### src/rtl/dmac_pkg.sv
package dmac_pkg;
  typedef enum logic [1:0] {
    ADJ_INC        = 2'd0,
    ADJ_DEC        = 2'd1,
    ADJ_HOLD       = 2'd2,
    ADJ_INC_RELOAD = 2'd3
  } adj_e;

  typedef enum logic [1:0] {
    TRIG_NOW  = 2'd0,
    TRIG_HBL  = 2'd1,
    TRIG_VBL  = 2'd2,
    TRIG_SPCL = 2'd3
  } trig_e;

  typedef struct packed {
    logic  en;
    logic  irq_en;
    trig_e trig;
    logic  wide;
    logic  rpt;
    adj_e  sadj;
    adj_e  dadj;
  } chan_ctl_t;

  localparam logic [1:0] SEL_SRC = 2'd0;
  localparam logic [1:0] SEL_DST = 2'd1;
  localparam logic [1:0] SEL_CNT = 2'd2;
  localparam logic [1:0] SEL_CTL = 2'd3;

  function automatic chan_ctl_t ctl_unpack(input logic [15:0] w);
    chan_ctl_t c;
    c.en     = w[15];
    c.irq_en = w[8];
    c.trig   = trig_e'(w[7:6]);
    c.wide   = w[5];
    c.rpt    = w[4];
    c.sadj   = adj_e'(w[3:2]);
    c.dadj   = adj_e'(w[1:0]);
    return c;
  endfunction

  function automatic logic [15:0] ctl_pack(input chan_ctl_t c);
    return {c.en, 6'b0, c.irq_en, c.trig, c.wide, c.rpt, c.sadj, c.dadj};
  endfunction
endpackage

### src/rtl/dmac_prio.sv
module dmac_prio #(
  parameter int N  = 4,
  localparam int IW = (N > 1) ? $clog2(N) : 1
) (
  input  logic [N-1:0]  req,
  output logic [N-1:0]  gnt,
  output logic [IW-1:0] idx,
  output logic          any
);
  always_comb begin
    gnt = '0;
    idx = '0;
    for (int i = N - 1; i >= 0; i--) begin
      if (req[i]) begin
        gnt    = '0;
        gnt[i] = 1'b1;
        idx    = IW'(i);
      end
    end
  end

  assign any = |req;
endmodule

### src/rtl/dmac_chan.sv
module dmac_chan
  import dmac_pkg::*;
#(
  parameter int AW = 32,
  parameter int CW = 17,
  parameter int FW = 14
) (
  input  logic          clk,
  input  logic          rst_n,
  input  logic          we,
  input  logic [1:0]    sel,
  input  logic [31:0]   wdata,
  input  logic          hbl,
  input  logic          vbl,
  input  logic          start,
  input  logic          done,
  input  logic [AW-1:0] fin_src,
  input  logic [AW-1:0] fin_dst,
  output logic          pend,
  output chan_ctl_t     ctl,
  output logic [AW-1:0] wsrc,
  output logic [AW-1:0] wdst,
  output logic [CW-1:0] wcnt,
  output logic          irq,
  output logic [15:0]   ctl_rd
);
  localparam logic [CW-1:0] MAXC = {{(CW-1){1'b0}}, 1'b1} << FW;

  logic [AW-1:0] src_q, src_n, dst_q, dst_n, nsrc_q, nsrc_n, ndst_q, ndst_n;
  logic [CW-1:0] cnt_q, cnt_n, ncnt_q, ncnt_n;
  chan_ctl_t     ctl_q, ctl_n;
  logic          pend_q, pend_n, irq_q, irq_n;
  logic          rise, fire;
  logic [FW-1:0] fld;

  assign fld  = wdata[FW-1:0];
  assign rise = we && (sel == SEL_CTL) && wdata[15] && !ctl_q.en;

  always_comb begin
    src_n  = src_q;   dst_n  = dst_q;   cnt_n  = cnt_q;   ctl_n = ctl_q;
    nsrc_n = nsrc_q;  ndst_n = ndst_q;  ncnt_n = ncnt_q;
    pend_n = pend_q;  irq_n  = 1'b0;
    if (we) begin
      case (sel)
        SEL_SRC: src_n = {wdata[AW-1:1], 1'b0};
        SEL_DST: dst_n = {wdata[AW-1:1], 1'b0};
        SEL_CNT: cnt_n = (fld == '0) ? MAXC : {{(CW-FW){1'b0}}, fld};
        default: ctl_n = ctl_unpack(wdata[15:0]);
      endcase
    end
    if (rise) begin
      nsrc_n = src_q;
      ndst_n = dst_q;
      ncnt_n = cnt_q;
    end
    if (start) pend_n = 1'b0;
    if (done) begin
      nsrc_n = fin_src;
      ndst_n = fin_dst;
      ncnt_n = '0;
      irq_n  = ctl_q.irq_en;
      if (ctl_q.rpt) begin
        ncnt_n = cnt_q;
        if (ctl_q.dadj == ADJ_INC_RELOAD) ndst_n = dst_q;
      end else begin
        ctl_n.en = 1'b0;
      end
    end
    fire = ctl_n.en && ((rise && ctl_n.trig == TRIG_NOW) ||
                        (hbl  && ctl_n.trig == TRIG_HBL) ||
                        (vbl  && ctl_n.trig == TRIG_VBL));
    if (fire)      pend_n = 1'b1;
    if (!ctl_n.en) pend_n = 1'b0;
  end

  always_ff @(posedge clk or negedge rst_n) begin
    if (!rst_n) begin
      src_q <= '0;  dst_q <= '0;  cnt_q <= MAXC;  ctl_q <= '0;
      nsrc_q <= '0; ndst_q <= '0; ncnt_q <= MAXC;
      pend_q <= 1'b0; irq_q <= 1'b0;
    end else begin
      src_q <= src_n;   dst_q <= dst_n;   cnt_q <= cnt_n;   ctl_q <= ctl_n;
      nsrc_q <= nsrc_n; ndst_q <= ndst_n; ncnt_q <= ncnt_n;
      pend_q <= pend_n; irq_q <= irq_n;
    end
  end

  assign pend   = pend_q;
  assign ctl    = ctl_q;
  assign wsrc   = nsrc_q;
  assign wdst   = ndst_q;
  assign wcnt   = ncnt_q;
  assign irq    = irq_q;
  assign ctl_rd = ctl_pack(ctl_q);

  // a single-shot block end drops the enable bit
  a_r7_done_disables: assert property (@(posedge clk) disable iff (!rst_n)
    (done && !ctl_q.rpt && !(we && sel == SEL_CTL)) |=> !ctl_q.en);
  // interrupt is never longer than one cycle
  a_r9_irq_single: assert property (@(posedge clk) disable iff (!rst_n)
    irq_q |=> !irq_q);
  // a disabled channel never waits for service
  a_r10_off_not_pending: assert property (@(posedge clk) disable iff (!rst_n)
    !ctl_q.en |-> !pend_q);
  // an enabled channel always holds a non-zero working count
  a_r2_live_count: assert property (@(posedge clk) disable iff (!rst_n)
    ctl_q.en |-> (ncnt_q != '0));
endmodule

### src/rtl/dmac_mover.sv
module dmac_mover
  import dmac_pkg::*;
#(
  parameter int NCH = 4,
  parameter int AW  = 32,
  parameter int CW  = 17
) (
  input  logic                    clk,
  input  logic                    rst_n,
  input  logic [NCH-1:0]          pend,
  input  chan_ctl_t [NCH-1:0]     ctl,
  input  logic [NCH-1:0][AW-1:0]  wsrc,
  input  logic [NCH-1:0][AW-1:0]  wdst,
  input  logic [NCH-1:0][CW-1:0]  wcnt,
  output logic [NCH-1:0]          start,
  output logic [NCH-1:0]          done,
  output logic [AW-1:0]           fin_src,
  output logic [AW-1:0]           fin_dst,
  output logic                    bus_req,
  output logic                    bus_we,
  output logic                    bus_wide,
  output logic [AW-1:0]           bus_addr,
  output logic [31:0]             bus_wdata,
  input  logic [31:0]             bus_rdata,
  input  logic                    bus_ready
);
  localparam int IW = (NCH > 1) ? $clog2(NCH) : 1;

  typedef enum logic [1:0] {MV_IDLE, MV_RD, MV_WR, MV_FIN} mv_e;

  mv_e           st_q, st_n;
  logic [IW-1:0] ch_q, ch_n, idx;
  logic [AW-1:0] sa_q, sa_n, da_q, da_n;
  logic [CW-1:0] left_q, left_n;
  logic [31:0]   buf_q, buf_n;
  logic          wide_q, wide_n, any;
  adj_e          sadj_q, sadj_n, dadj_q, dadj_n;
  logic [NCH-1:0] gnt;

  dmac_prio #(.N(NCH)) u_prio (.req(pend), .gnt(gnt), .idx(idx), .any(any));

  function automatic logic [AW-1:0] adv(input logic [AW-1:0] a, input adj_e m, input logic w);
    logic [AW-1:0] u;
    u = w ? AW'(4) : AW'(2);
    case (m)
      ADJ_DEC:  return a - u;
      ADJ_HOLD: return a;
      default:  return a + u;
    endcase
  endfunction

  always_comb begin
    st_n = st_q;  ch_n = ch_q;  sa_n = sa_q;  da_n = da_q;  left_n = left_q;
    buf_n = buf_q;  wide_n = wide_q;  sadj_n = sadj_q;  dadj_n = dadj_q;
    case (st_q)
      MV_IDLE: if (any) begin
        st_n   = MV_RD;
        ch_n   = idx;
        wide_n = ctl[idx].wide;
        sadj_n = ctl[idx].sadj;
        dadj_n = ctl[idx].dadj;
        sa_n   = ctl[idx].wide ? {wsrc[idx][AW-1:2], 2'b00} : wsrc[idx];
        da_n   = ctl[idx].wide ? {wdst[idx][AW-1:2], 2'b00} : wdst[idx];
        left_n = wcnt[idx];
      end
      MV_RD: if (bus_ready) begin
        buf_n = wide_q ? bus_rdata : {16'h0, bus_rdata[15:0]};
        st_n  = MV_WR;
      end
      MV_WR: if (bus_ready) begin
        sa_n   = adv(sa_q, sadj_q, wide_q);
        da_n   = adv(da_q, dadj_q, wide_q);
        left_n = left_q - 1'b1;
        st_n   = (left_q == CW'(1)) ? MV_FIN : MV_RD;
      end
      default: st_n = MV_IDLE;
    endcase
  end

  always_ff @(posedge clk or negedge rst_n) begin
    if (!rst_n) begin
      st_q <= MV_IDLE;  ch_q <= '0;  sa_q <= '0;  da_q <= '0;  left_q <= '0;
      buf_q <= '0;  wide_q <= 1'b0;  sadj_q <= ADJ_INC;  dadj_q <= ADJ_INC;
    end else begin
      st_q <= st_n;  ch_q <= ch_n;  sa_q <= sa_n;  da_q <= da_n;  left_q <= left_n;
      buf_q <= buf_n;  wide_q <= wide_n;  sadj_q <= sadj_n;  dadj_q <= dadj_n;
    end
  end

  for (genvar i = 0; i < NCH; i++) begin : g_hs
    assign start[i] = (st_q == MV_IDLE) && gnt[i];
    assign done[i]  = (st_q == MV_FIN) && (ch_q == IW'(i));
  end

  assign fin_src   = sa_q;
  assign fin_dst   = da_q;
  assign bus_req   = (st_q == MV_RD) || (st_q == MV_WR);
  assign bus_we    = (st_q == MV_WR);
  assign bus_wide  = wide_q;
  assign bus_addr  = (st_q == MV_WR) ? da_q : sa_q;
  assign bus_wdata = buf_q;

  // request held steady until ready
  a_r11_hold_req: assert property (@(posedge clk) disable iff (!rst_n)
    (bus_req && !bus_ready) |=> (bus_req && $stable(bus_addr) && $stable(bus_we)));
  // 16-bit writes carry zero in the upper half
  a_r11_narrow_upper: assert property (@(posedge clk) disable iff (!rst_n)
    (bus_req && bus_we && !bus_wide) |-> (bus_wdata[31:16] == 16'h0));
  // 32-bit accesses are word aligned
  a_r1_wide_aligned: assert property (@(posedge clk) disable iff (!rst_n)
    (bus_req && bus_wide) |-> (bus_addr[1:0] == 2'b00));
  // at most one channel granted per cycle
  a_r6_single_start: assert property (@(posedge clk) disable iff (!rst_n)
    $onehot0(start));
endmodule

### src/rtl/quad_dma_engine.sv
module quad_dma_engine
  import dmac_pkg::*;
#(
  parameter int NCH      = 4,
  parameter int AW       = 32,
  parameter int LO_CNT_W = 14,
  parameter int HI_CNT_W = 16,
  localparam int CW      = HI_CNT_W + 1,
  localparam int IW      = (NCH > 1) ? $clog2(NCH) : 1
) (
  input  logic           clk,
  input  logic           rst_n,
  input  logic           cfg_we,
  input  logic [IW-1:0]  cfg_ch,
  input  logic [1:0]     cfg_sel,
  input  logic [31:0]    cfg_wdata,
  output logic [15:0]    cfg_rdata,
  input  logic           hblank,
  input  logic           vblank,
  output logic           bus_req,
  output logic           bus_we,
  output logic           bus_wide,
  output logic [AW-1:0]  bus_addr,
  output logic [31:0]    bus_wdata,
  input  logic [31:0]    bus_rdata,
  input  logic           bus_ready,
  output logic [NCH-1:0] irq
);
  logic                   rs0_q, rs1_q;
  logic [NCH-1:0]         pend, start, done;
  chan_ctl_t [NCH-1:0]    ctl;
  logic [NCH-1:0][AW-1:0] wsrc, wdst;
  logic [NCH-1:0][CW-1:0] wcnt;
  logic [NCH-1:0][15:0]   ctl_rd;
  logic [AW-1:0]          fin_src, fin_dst;

  always_ff @(posedge clk or negedge rst_n) begin
    if (!rst_n) begin
      rs0_q <= 1'b0;
      rs1_q <= 1'b0;
    end else begin
      rs0_q <= 1'b1;
      rs1_q <= rs0_q;
    end
  end

  for (genvar i = 0; i < NCH; i++) begin : g_ch
    localparam int FW = (i == NCH - 1) ? HI_CNT_W : LO_CNT_W;
    dmac_chan #(.AW(AW), .CW(CW), .FW(FW)) u_chan (
      .clk(clk), .rst_n(rs1_q),
      .we(cfg_we && (cfg_ch == IW'(i))), .sel(cfg_sel), .wdata(cfg_wdata),
      .hbl(hblank), .vbl(vblank), .start(start[i]), .done(done[i]),
      .fin_src(fin_src), .fin_dst(fin_dst),
      .pend(pend[i]), .ctl(ctl[i]), .wsrc(wsrc[i]), .wdst(wdst[i]),
      .wcnt(wcnt[i]), .irq(irq[i]), .ctl_rd(ctl_rd[i])
    );
  end

  dmac_mover #(.NCH(NCH), .AW(AW), .CW(CW)) u_mover (
    .clk(clk), .rst_n(rs1_q), .pend(pend), .ctl(ctl),
    .wsrc(wsrc), .wdst(wdst), .wcnt(wcnt),
    .start(start), .done(done), .fin_src(fin_src), .fin_dst(fin_dst),
    .bus_req(bus_req), .bus_we(bus_we), .bus_wide(bus_wide),
    .bus_addr(bus_addr), .bus_wdata(bus_wdata),
    .bus_rdata(bus_rdata), .bus_ready(bus_ready)
  );

  assign cfg_rdata = ctl_rd[cfg_ch];
endmodule

### config.mk
export PLATFORM = sky130hd
export DESIGN_NAME = quad_dma_engine
export DESIGN_NICKNAME = d
export VERILOG_FILES = /design/src/rtl/dmac_pkg.sv /design/src/rtl/dmac_prio.sv /design/src/rtl/dmac_chan.sv /design/src/rtl/dmac_mover.sv /design/src/rtl/quad_dma_engine.sv
export SDC_FILE = /design/constraint.sdc
export NUM_CORES = 2
export LEC_CHECK = 0
export CAP_MARGIN = 0
export CORE_MARGIN = 4
export CORE_UTILIZATION = 40
export CTS_BUF_LIST = sky130_fd_sc_hd__clkbuf_4
export DETAILED_ROUTE_END_ITERATION = 8
export PLACE_DENSITY = 0.67
export SYNTH_ARGS = -nofsm -noshare
export SYNTH_HDL_FRONTEND = slang
export SYNTH_SLANG_ARGS = --single-unit
### constraint.sdc
create_clock -name clk -period 39.2 [get_ports clk]
set_clock_uncertainty 0.15 [all_clocks]
set_input_delay 3.92 -clock clk [delete_from_list [all_inputs] [get_ports clk]]
set_output_delay 3.92 -clock clk [all_outputs]
set_load 0.005 [all_outputs]
==> results by group <==
Die
  • I/O Pins: 161
  • Die ar.: 103,000 um2
  • Die width: 321 um
  • Core Box Area: 97,000 um2
  • Row count: 114
  • Initial core utilization: 0.405
  • Chip height: 321 um

Clock tree
  • Clk Latency, worst-skew pair: 1100 ps
  • CTS tree: built
  • CTS HTree Levels: 4
  • Max Root-Sink Buffers: 3
  • Hold bufs inserted after CTS: 0
  • Clk sinks: 800
  • Setup Buffers After CTS: 0
  • CTS Buf Count: 210
  • Clk slew on worst S/H paths: 60 ps
  • Post_cts resized: 0
  • CTS Root Cell: clkbuf_4

GRT
  • Initial antenna violation count: 6
  • All-layer global routing usage: 0.224
  • Largest net degree at the start of global routing: 86
  • Global-route wire length before repair: 179 mm
  • Grt ovf: 0
  • Vias in the first global route: 29,928

Timing
  • RSZ-0062 raised after global routing: false
  • Max_slew headroom: 0.221
  • Least-Margin Pin Slew: 1160 ps
  • Fmax: 0.100 GHz
  • Crit share post-route: 0.255
  • Fin crit period: 10000 ps
  • TNS Setup: 0 ps
  • Max-slew violation count: 0
  • Final hold violation count: 0
  • Final setup violation count: 0

Worst hold path
  • Hold WC Path Type: reg -> async

Layout
  • Layout cells sized above 1: 0.243
  • Synthesis-to-layout area growth: 13.8%
  • Final instance area: 44,700 um2
  • Non-Filler Instances: 5,181
  • NumNets Final: 3,826
  • Final core utilization: 0.461

Synth
  • Yosys cell types: 77
  • Top post-synthesis cells by count: dfrtp_1 (792), nand2_1 (580), mux2_2 (359), o21ai_0 (337), mux2i_1 (312)
  • Largest cells by area after synthesis: dfrtp_1 (50%), mux2_2 (10%), mux2i_1 (8.0%), nand2_1 (5.5%), mux4_2 (5.4%)
  • Synth area leader: dfrtp_1
  • Async set-or-reset flop fraction in the synthesized netlist: 1.00
  • Seq cells post-synth: 800
  • Syn avg cell area: 10.9 um2
  • Fraction of synthesized cell area taken by the top area cell type: 0.505
  • Number of flops mapped to enable cells by yosys: 0
  • Register area share after synthesis: 0.510
  • Netlist Area Pre-Place: 39,300 um2
  • Ys flop type: dfrtp_1
  • Yosys warning total: 0
  • Most common cell in the synthesized netlist: dfrtp_1
  • Cells after Synth: 3,611

Pwr
  • Internal Power: 2.04 mW
  • NetSw: 1.28 mW
  • Combinational fraction of design power: 0.358
  • Final Power: 3.31 mW
  • Sw frac: 0.386
  • Reg power frac: 0.419
  • Clock Power Share: 0.223
  • Power density cells: 74.2 nW/um2
  • Maximum VDD drop: 0.0000525 V
  • Pleak: 19.1 nW

Worst setup path
  • Critical Path AT: 5930 ps
  • Kind of critical path: in -> out
  • Startpoint types: primary input
  • Worst Path Max Fanout: 14
  • WP data required: 35,130 ps
  • Worst setup EP type: output pin

Drt
  • Highest metal used: met5
  • Vias per inst: 5.70
  • Metal3 WL: 9.86 mm
  • First-pass iteration count of the detailed router: 5
  • M1 WL: 49.3 mm
  • Drt drc: 0
  • ANT nets after route: 0
  • Drt wl/cell: 22.3 um
  • Vias post-DR: 29,548
  • Initial DRC count: 2,646
  • Final wirelength: 116 mm
  • WL met2: 53.4 mm

Placed design
  • Port bufs: 154
  • GPL Wtd Cong: 0.866
  • Post-DP HPWL: 70.6 mm
  • Dpl cells: 4,804
  • Area after DPL: 42,000 um2

Flow run
  • Max Cap Viol: 0

Outcome
  • Run status: completed
-- final timing paths --
path / cells after the start / from / slack (ps) / end
max: 3 / cfg_ch[1] / 29200 / cfg_rdata[3]
min: 0 / rs1_q$_DFF_PN0_ / 190 / g_ch[3].u_chan.wcnt[14]$_DFFE_PN0P_
max reg2reg: 10 / u_mover.st_q[0]$_DFFE_PN0P_ / 34090 / u_mover.left_q[12]$_DFFE_PN0P_
min reg2reg: 0 / rs1_q$_DFF_PN0_ / 190 / g_ch[3].u_chan.wcnt[14]$_DFFE_PN0P_
max in group asynchronous: 3 / rs1_q$_DFF_PN0_ / 35370 / g_ch[1].u_chan.src_q[27]$_DFFE_PN0P_
min in group clk: 0 / rs0_q$_DFF_PN0_ / 200 / rs1_q$_DFF_PN0_
-- layout make-up --
class,instances,area (um2)
fillers,8984,52300
flip-flops and latches,800,20000
diodes,3,7.51
multi-input cells,2466,18100
inverters,31,116
clock buffers,325,2440
well taps,1276,1600
clock inverters,49,270
repair buffers,231,2130
-- metal layers --
layer,vias to the layer above,GRT usage
li1,13311,-
met1,14884,0.303
met2,1136,0.351
met3,213,0.0601
met4,4,0.0778
met5,-,0
-- power groups by stage --
stage	Sequential (mW)	Clock, mW	Combinational [mW]
2_1_floorplan	1.25	0	0.897
3_3_place_gp	1.39	0	1.15
6_report	1.39	0.738	1.19
4_1_cts	1.38	0.758	1.19
3_5_place_dp	1.40	0	1.18
5_1_grt	1.43	0.801	1.31
-- registers in the layout, indices dropped and copies added (netlist names), 17 cells and up --
signal	count
g_ch.u_chan.dst_q	124
g_ch.u_chan.cnt_q	62
u_mover.left_q	17
g_ch.u_chan.wsrc	128
g_ch.u_chan.src_q	124
g_ch.u_chan.wdst	128
g_ch.u_chan.ctl	40
u_mover.fin_src	32
g_ch.u_chan.wcnt	62
u_mover.fin_dst	32
u_mover.bus_wdata	32
-- worst max-delay path, cell delays in order --
cell and delay (ps):
clkdlybuf4s50_1 1090, mux4_2 420, clkdlybuf4s50_1 480
-- kinds of logic (layout without fill, tap and decap cells) --
family                     count (synthesis)  in the layout  synth area share
other                                      2             10          0.000191
muxes                                    765            765             0.236
xor gates and xnor gates                   9              9           0.00201
buffers and inverters                    350            636            0.0346
DFF                                      800            800             0.510
AOI/OAI and AO/OA                        688            688             0.101
and+or+nand+nor                          985            985             0.112
adders and majority gates                 12             12           0.00382
-- cell usage in the layout (no fill, tap or decap), types with 11 or more instances in the layout --
cell             instances
dfrtp_1                791
or4_1                   14
nand3_1                 65
clkbuf_4               325
a22o_1                  14
nand4_1                 22
mux2_2                 359
o21ai_0                337
a21oi_1                148
nor4_1                  23
or2_2                   14
nand2b_1                16
buf_4                   76
and3_1                  12
and2_1                  13
ha_1                    11
inv_1                   31
clkinv_1                31
nand2_1                573
or3_1                   20
mux4_2                  94
nor2_1                 111
o22ai_1                 73
mux2i_1                312
clkdlybuf4s50_1        154
a31oi_1                 14
nor3_1                  35
-- stage by stage --
stage          setup slack, ps  hold WS (ps)
6_report                 29200           194
5_1_grt                  29140           211
4_1_cts                  29230           209
3_5_place_dp             29230           188
3_3_place_gp             29270           185
2_1_floorplan            15110           181
Power figures use the tool's default switching activity.
